==> src/rtl/asp_pkg.sv <==
package asp_pkg;
  localparam int SMP_W      = 24;
  localparam int NARROW_W   = 20;
  localparam int HALF_SLOTS = 32;
  localparam int CNT_W      = $clog2(HALF_SLOTS);
  localparam int IDX_W      = $clog2(SMP_W);

  typedef enum logic [1:0] {
    FMT_I2S  = 2'b00,
    FMT_LJ   = 2'b01,
    FMT_RJ24 = 2'b10,
    FMT_RJ20 = 2'b11
  } fmt_e;

  typedef struct packed {
    logic             hit;
    logic [IDX_W-1:0] idx;
  } slot_t;

  // Map a slot number to a sample bit position for a format.
  function automatic slot_t slot_map(fmt_e f, logic [CNT_W-1:0] k);
    int first;
    int cnt;
    int j;
    slot_t s;
    unique case (f)
      FMT_I2S:  begin first = 1;                     cnt = SMP_W;    end
      FMT_LJ:   begin first = 0;                     cnt = SMP_W;    end
      FMT_RJ24: begin first = HALF_SLOTS - SMP_W;    cnt = SMP_W;    end
      default:  begin first = HALF_SLOTS - NARROW_W; cnt = NARROW_W; end
    endcase
    j = int'(k) - first;
    s.hit = (j >= 0) && (j < cnt);
    s.idx = s.hit ? IDX_W'(SMP_W - 1 - j) : '0;
    return s;
  endfunction

  // True when the word clock level marks the left channel.
  function automatic logic left_chan(fmt_e f, logic w);
    return (f == FMT_I2S) ? ~w : w;
  endfunction
endpackage

==> src/rtl/asp_clk_sense.sv <==
module asp_clk_sense #(
  parameter int STAGES = 2
) (
  input  logic clk,
  input  logic rst,
  input  logic bclk_i,
  input  logic wclk_i,
  input  logic data_i,
  input  logic fall_sel,
  output logic smp_o,
  output logic lnc_o,
  output logic wclk_o,
  output logic data_o
);
  logic [STAGES:0]   bc_q;
  logic [STAGES-1:0] wc_q;
  logic [STAGES-1:0] dt_q;
  logic rise, fall;

  always_ff @(posedge clk) begin
    if (rst) begin
      bc_q <= '0;
      wc_q <= '0;
      dt_q <= '0;
    end else begin
      bc_q <= {bc_q[STAGES-1:0], bclk_i};
      wc_q <= {wc_q[STAGES-2:0], wclk_i};
      dt_q <= {dt_q[STAGES-2:0], data_i};
    end
  end

  // bc_q[STAGES-1] is aligned with the last word clock and data stage
  assign rise   = bc_q[STAGES-1] & ~bc_q[STAGES];
  assign fall   = ~bc_q[STAGES-1] & bc_q[STAGES];
  assign smp_o  = fall_sel ? fall : rise;
  assign lnc_o  = fall_sel ? rise : fall;
  assign wclk_o = wc_q[STAGES-1];
  assign data_o = dt_q[STAGES-1];
endmodule

==> src/rtl/asp_rx.sv <==
module asp_rx
  import asp_pkg::*;
(
  input  logic             clk,
  input  logic             rst,
  input  logic             smp_i,
  input  logic             wclk_i,
  input  logic             data_i,
  input  fmt_e             fmt_i,
  output logic [SMP_W-1:0] left_o,
  output logic [SMP_W-1:0] right_o,
  output logic             valid_o
);
  fmt_e             act_fmt, use_fmt;
  logic             prev_w, synced, left_ok, edge_w, done_left;
  logic [CNT_W-1:0] k_q, k_now, k_nxt;
  logic [SMP_W-1:0] cur_q, nxt_word, left_hold;
  slot_t            sm;

  always_comb begin
    edge_w    = (wclk_i != prev_w);
    use_fmt   = edge_w ? fmt_i : act_fmt;
    k_now     = edge_w ? '0 : k_q;
    k_nxt     = (k_now == CNT_W'(HALF_SLOTS - 1)) ? k_now : k_now + 1'b1;
    sm        = slot_map(use_fmt, k_now);
    nxt_word  = edge_w ? '0 : cur_q;
    if (sm.hit) nxt_word[sm.idx] = data_i;
    done_left = left_chan(act_fmt, prev_w);
  end

  always_ff @(posedge clk) begin
    if (rst) begin
      act_fmt   <= FMT_I2S;
      prev_w    <= 1'b0;
      synced    <= 1'b0;
      left_ok   <= 1'b0;
      k_q       <= '0;
      cur_q     <= '0;
      left_hold <= '0;
      left_o    <= '0;
      right_o   <= '0;
      valid_o   <= 1'b0;
    end else begin
      valid_o <= 1'b0;
      if (smp_i) begin
        act_fmt <= use_fmt;
        prev_w  <= wclk_i;
        k_q     <= k_nxt;
        cur_q   <= nxt_word;
        if (edge_w) begin
          synced <= 1'b1;
          if (synced) begin
            if (done_left) begin
              left_hold <= cur_q;
              left_ok   <= 1'b1;
            end else if (left_ok) begin
              left_o  <= left_hold;
              right_o <= cur_q;
              valid_o <= 1'b1;
              left_ok <= 1'b0;
            end
          end
        end
      end
    end
  end
endmodule

==> src/rtl/asp_tx.sv <==
module asp_tx
  import asp_pkg::*;
(
  input  logic             clk,
  input  logic             rst,
  input  logic             lnc_i,
  input  logic             wclk_i,
  input  fmt_e             fmt_i,
  input  logic             ld_i,
  input  logic [SMP_W-1:0] ld_left,
  input  logic [SMP_W-1:0] ld_right,
  output logic             sd_o
);
  fmt_e             act_fmt, use_fmt;
  logic             prev_w, active_q, edge_w, is_left, start_f, act_now, bit_now;
  logic [CNT_W-1:0] k_q, k_now, k_nxt;
  logic [SMP_W-1:0] hold_l, hold_r, cur_l, cur_r, word;
  slot_t            sm;

  always_comb begin
    edge_w  = (wclk_i != prev_w);
    use_fmt = edge_w ? fmt_i : act_fmt;
    k_now   = edge_w ? '0 : k_q;
    k_nxt   = (k_now == CNT_W'(HALF_SLOTS - 1)) ? k_now : k_now + 1'b1;
    is_left = left_chan(use_fmt, wclk_i);
    start_f = edge_w && is_left;
    act_now = active_q || start_f;
    word    = is_left ? (start_f ? hold_l : cur_l) : cur_r;
    sm      = slot_map(use_fmt, k_now);
    bit_now = act_now && sm.hit && word[sm.idx];
  end

  always_ff @(posedge clk) begin
    if (rst) begin
      act_fmt  <= FMT_I2S;
      prev_w   <= 1'b0;
      active_q <= 1'b0;
      k_q      <= '0;
      hold_l   <= '0;
      hold_r   <= '0;
      cur_l    <= '0;
      cur_r    <= '0;
      sd_o     <= 1'b0;
    end else begin
      if (ld_i) begin
        hold_l <= ld_left;
        hold_r <= ld_right;
      end
      if (lnc_i) begin
        act_fmt  <= use_fmt;
        prev_w   <= wclk_i;
        k_q      <= k_nxt;
        active_q <= act_now;
        sd_o     <= bit_now;
        if (start_f) begin
          cur_l <= hold_l;
          cur_r <= hold_r;
        end
      end
    end
  end
endmodule

==> src/rtl/audio_serial_port.sv <==
module audio_serial_port
  import asp_pkg::*;
#(
  parameter int SYNC_STAGES = 2
) (
  input  logic             clk,
  input  logic             rst,
  input  logic             bclk,
  input  logic             wclk,
  input  logic             sdin,
  output logic             sdout,
  input  logic             bclk_fall,
  input  logic [1:0]       rx_fmt,
  input  logic [1:0]       tx_fmt,
  output logic [SMP_W-1:0] rx_left,
  output logic [SMP_W-1:0] rx_right,
  output logic             rx_valid,
  input  logic [SMP_W-1:0] tx_left,
  input  logic [SMP_W-1:0] tx_right,
  input  logic             tx_valid
);
  logic smp, lnc, wclk_s, sdin_s;

  asp_clk_sense #(.STAGES(SYNC_STAGES)) u_sense (
    .clk     (clk),
    .rst     (rst),
    .bclk_i  (bclk),
    .wclk_i  (wclk),
    .data_i  (sdin),
    .fall_sel(bclk_fall),
    .smp_o   (smp),
    .lnc_o   (lnc),
    .wclk_o  (wclk_s),
    .data_o  (sdin_s)
  );

  asp_rx u_rx (
    .clk    (clk),
    .rst    (rst),
    .smp_i  (smp),
    .wclk_i (wclk_s),
    .data_i (sdin_s),
    .fmt_i  (fmt_e'(rx_fmt)),
    .left_o (rx_left),
    .right_o(rx_right),
    .valid_o(rx_valid)
  );

  asp_tx u_tx (
    .clk     (clk),
    .rst     (rst),
    .lnc_i   (lnc),
    .wclk_i  (wclk_s),
    .fmt_i   (fmt_e'(tx_fmt)),
    .ld_i    (tx_valid),
    .ld_left (tx_left),
    .ld_right(tx_right),
    .sd_o    (sdout)
  );
endmodule

==> config.mk <==
export PLATFORM = sky130hd
export DESIGN_NAME = audio_serial_port
export DESIGN_NICKNAME = d
export VERILOG_FILES = /design/src/rtl/asp_pkg.sv /design/src/rtl/asp_clk_sense.sv /design/src/rtl/asp_rx.sv /design/src/rtl/asp_tx.sv /design/src/rtl/audio_serial_port.sv
export SDC_FILE = /design/constraint.sdc
export NUM_CORES = 1
export LEC_CHECK = 0
export BUFFER_PORTS_ARGS = -buffer_cell sky130_fd_sc_hd__buf_2
export CAP_MARGIN = 20
export CORE_ASPECT_RATIO = 0.7
export CORE_MARGIN = 3
export CORE_UTILIZATION = 40
export DETAILED_ROUTE_END_ITERATION = 10
export GPL_TIMING_DRIVEN = 0
export PLACE_DENSITY_LB_ADDON = 0.08
export SYNTH_ARGS = -nofsm -noshare
export SYNTH_HDL_FRONTEND = slang
export SYNTH_HIERARCHICAL = 1
export SYNTH_SLANG_ARGS = --single-unit
export TNS_END_PERCENT = 20
==> constraint.sdc <==
create_clock -name clk -period 3.9 [get_ports clk]
set_input_delay 0.78 -clock clk [delete_from_list [all_inputs] [get_ports clk]]
set_output_delay 0.78 -clock clk [all_outputs]
set_load 0.01 [all_outputs]
==> impl_metrics.tcl <==
set metrics [dict create \
    drt-pass1-iter-count 6 \
    ys_ff_latch 220 \
    slew_headroom 0.3825 \
    status "completed" \
    yosysWarningCount 6 \
    cp_data_arrival_time_ps 4080 \
    vias 8322 \
    setup_viol_count_final 0 \
    crit_fanout 19 \
    avgSynthCellArea_um2 8.230 \
    synth_most_common_cell "nand2_1" \
    grt_pass1_vias 7470 \
    portBuffers 107 \
    grt_max_degree 20 \
    end_kind "flip-flop" \
    worstPathCellList "xnor2_4 -> buf_4 -> clkbuf_2 -> nand2_1 -> and3_1 -> ha_2 -> clkbuf_2 -> mux4_2 -> mux2i_1 -> mux2i_1 -> a21oi_1 -> o21ai_1" \
    area_delta_synth_final_pct 20.53 \
    fin_crit_sh 0.9435 \
    cp-start-kind "flip-flop" \
    ys.flop_type "dfxtp_1" \
    crit_slowest_cell "mux4_2" \
    core_area_um2 22730 \
    initialDrtViolationCount 626 \
    wl_per_cell_um 17.40 \
    critPathMaxStageDelay_ps 540 \
    synth.area.top_cells "dfxtp_1, nand2_1, a21oi_1" \
    finClkSkew_ps 21.91 \
    min-delay-path-class "flip-flop to flip-flop" \
    grt_pass1_wl_um 42950 \
    worstPathRequired_ps 4300 \
    postSynthCellCount 1131 \
    rsz0062_at_grt "no" \
    critPathKind "flip-flop to flip-flop" \
    route.antenna.remaining_nets 0 \
    start_util 0.4094 \
    ir_worst_vdd_mv 0.3290 \
    synth_cell_types 60 \
    setup_ws_ps 220.2 \
    dp_hpwl_um 20690 \
    globalplace.congestion 0.8849 \
    tritoncts.num_buffers 24 \
    die-area_um2 25160 \
    cts.sinks 220 \
    clockRootBuffer "clkbuf_16" \
    vias_per_cell 5.224 \
    die_w_um 188.3 \
    crit_family "buffers and inverters" \
    synth_fp_nets 1201 \
    dp_slack_ps -1261 \
    power.density_nw_per_um2 462.0 \
    overflow 0 \
    antenna_found_initial 0 \
    synth_top_area_frac 0.4732 \
    finalCoreUtilization 0.4935 \
    rows 46 \
    finalCriticalPeriod_ps 3680 \
    maxCapViolCount 0 \
    synth_largest_area_cell "dfxtp_1" \
    path_clk_slew_ps 60 \
    grt_usage 0.2140 \
    clock.fmax_mhz 271.8 \
    yosysSeqAreaShare 0.4732 \
    path_buf_inv 3 \
    tightest_slew_ps 926.2 \
    leakagePower_nw 4.321 \
    pin_count 109 \
    cts_htree_levels 1 \
    synth.cells.most_frequent "nand2_1, dfxtp_1, a21oi_1" \
    die_y_um 133.6 \
    hold_viol_final 0 \
    drive_gt1_frac 0.1561 \
    clkLatencyLatePin_ps 530 \
    antennaDiodeCount 0 \
    drc 0 \
    drv_slew 0 \
    postSynth.asyncResetShare 0 \
    wirelength_um 27720 \
    cts_tree "built" \
    netlist_area_um2 9308 \
    cts_buffer_depth 3 \
    synth_edf_count 0 \
    layout.nets 1333 \
]
## through the flow
stage / power (W) / setup TNS [ps] / std cells / hold WS [ps] / cell area, um2
3_5_place_dp: 0.002714 / -10720 / 1550 / 428.9 / 10230
4_1_cts: 0.005231 / -17.15 / 1592 / 452.6 / 11180
5_1_grt: 0.005360 / 0 / 1593 / 464.7 / 11220
3_3_place_gp: 0.002714 / -11160 / 1550 / 438.6 / 10230
2_1_floorplan: 0.002587 / 0 / 1131 / 413.8 / 9308
6_report: 0.005183 / 0 / 1593 / 447.4 / 11220
## placed cells by master, fill, tap and decap left out, types with 4 or more instances in the layout
| cell type | count |
|---|---|
| xnor2_1 | 5 |
| o2111ai_1 | 6 |
| o211ai_1 | 6 |
| nand2b_1 | 8 |
| clkinv_2 | 4 |
| ha_1 | 10 |
| and2_1 | 8 |
| dfxtp_1 | 217 |
| nor2_1 | 76 |
| a21oi_1 | 134 |
| nand3_1 | 22 |
| bufinv_16 | 5 |
| inv_1 | 13 |
| or2_2 | 5 |
| mux4_2 | 7 |
| a211oi_1 | 5 |
| o22ai_1 | 9 |
| mux2i_1 | 63 |
| buf_2 | 114 |
| nor2b_1 | 11 |
| clkbuf_1 | 58 |
| and3_1 | 5 |
| nor3_1 | 11 |
| clkbuf_8 | 4 |
| nand2_1 | 345 |
| o21ai_0 | 11 |
| a32o_1 | 7 |
| clkbuf_16 | 24 |
| nand4_1 | 9 |
## layout make-up
| type | instances | area, um2 |
|---|---|---|
| inverter | 13 | 48.80 |
| buffer | 70 | 286.5 |
| clock inverter | 13 | 215.2 |
| clock buffer | 31 | 666.9 |
| fill | 2295 | 11520 |
| multi-input combinational | 825 | 4649 |
| sequential | 220 | 4410 |
| tap | 312 | 390.4 |
| timing repair buffer | 109 | 550.5 |
## flip-flops by register name, summed over array words and instances, names as in the netlist, 2 cells and up
signal	count
u_tx/hold_r	24
u_rx/left_o	24
u_sense/dt_q	2
u_tx/k_q	5
u_sense/bc_q	3
u_rx/right_o	24
u_rx/act_fmt	2
u_tx/hold_l	24
u_sense/wc_q	2
u_tx/cur_l	24
u_rx/cur_q	24
u_tx/act_fmt	2
u_tx/cur_r	24
u_rx/k_q	5
u_rx/left_hold	24
## power breakdown
group	internal (W)	switching [W]
registers	0.00228	0.0000294
clock network	0.00155	0.000953
logic	0.000130	0.000237
total	0.00396	0.00122
## logic make-up (layout without fill, tap and decap cells)
family / count (synthesis) / after routing / share of synthesized area
flops: 220 / 220 / 0.4732
simple gates: 514 / 514 / 0.2288
mux: 75 / 75 / 0.09047
xor+xnor: 16 / 16 / 0.01909
fa+ha+maj: 11 / 11 / 0.01479
compound gates: 209 / 209 / 0.1371
buf+inv: 86 / 236 / 0.03656
## worst register-to-register path, cell delays in order (launching register included)
cell and delay (ps):
dfxtp_4 520, xnor2_4 210, buf_4 310, clkbuf_2 310
nand2_1 80, and3_1 170, ha_2 500, clkbuf_2 320
mux4_2 540, mux2i_1 220, mux2i_1 140, a21oi_1 180
o21ai_1 70
## per-layer routing
layer  vias up  routed length (um)  share of wire  GRT usage
met5         -                   0              0          0
met4         0                 343          0.012    0.02976
met3        27                2193          0.079    0.04445
met2       241               10010           0.36     0.2657
met1      3962               15170           0.55     0.3694
li1       4092                   -              -          -
## final timing paths
check / from / endpoint / slack [ps] / cells past startpoint
hold / removal: u_sense/dt_q[0] / u_sense/dt_q[1] / 450 / 1
setup reg to reg: u_sense/wc_q[1] / u_tx/sd_o / 220 / 12
hold reg to reg: u_sense/dt_q[0] / u_sense/dt_q[1] / 450 / 1
setup / recovery: u_sense/wc_q[1] / u_tx/sd_o / 220 / 12
## what timing repair did
action | CTS | global route
hold buffers | 0 | 0
setup endpoints to repair | 25 | 25
resized for setup | 14 | 6
pin swaps | 1 | 1
buffers inserted | 1 | 1
Note: power is estimated with default switching activity, not from simulation.
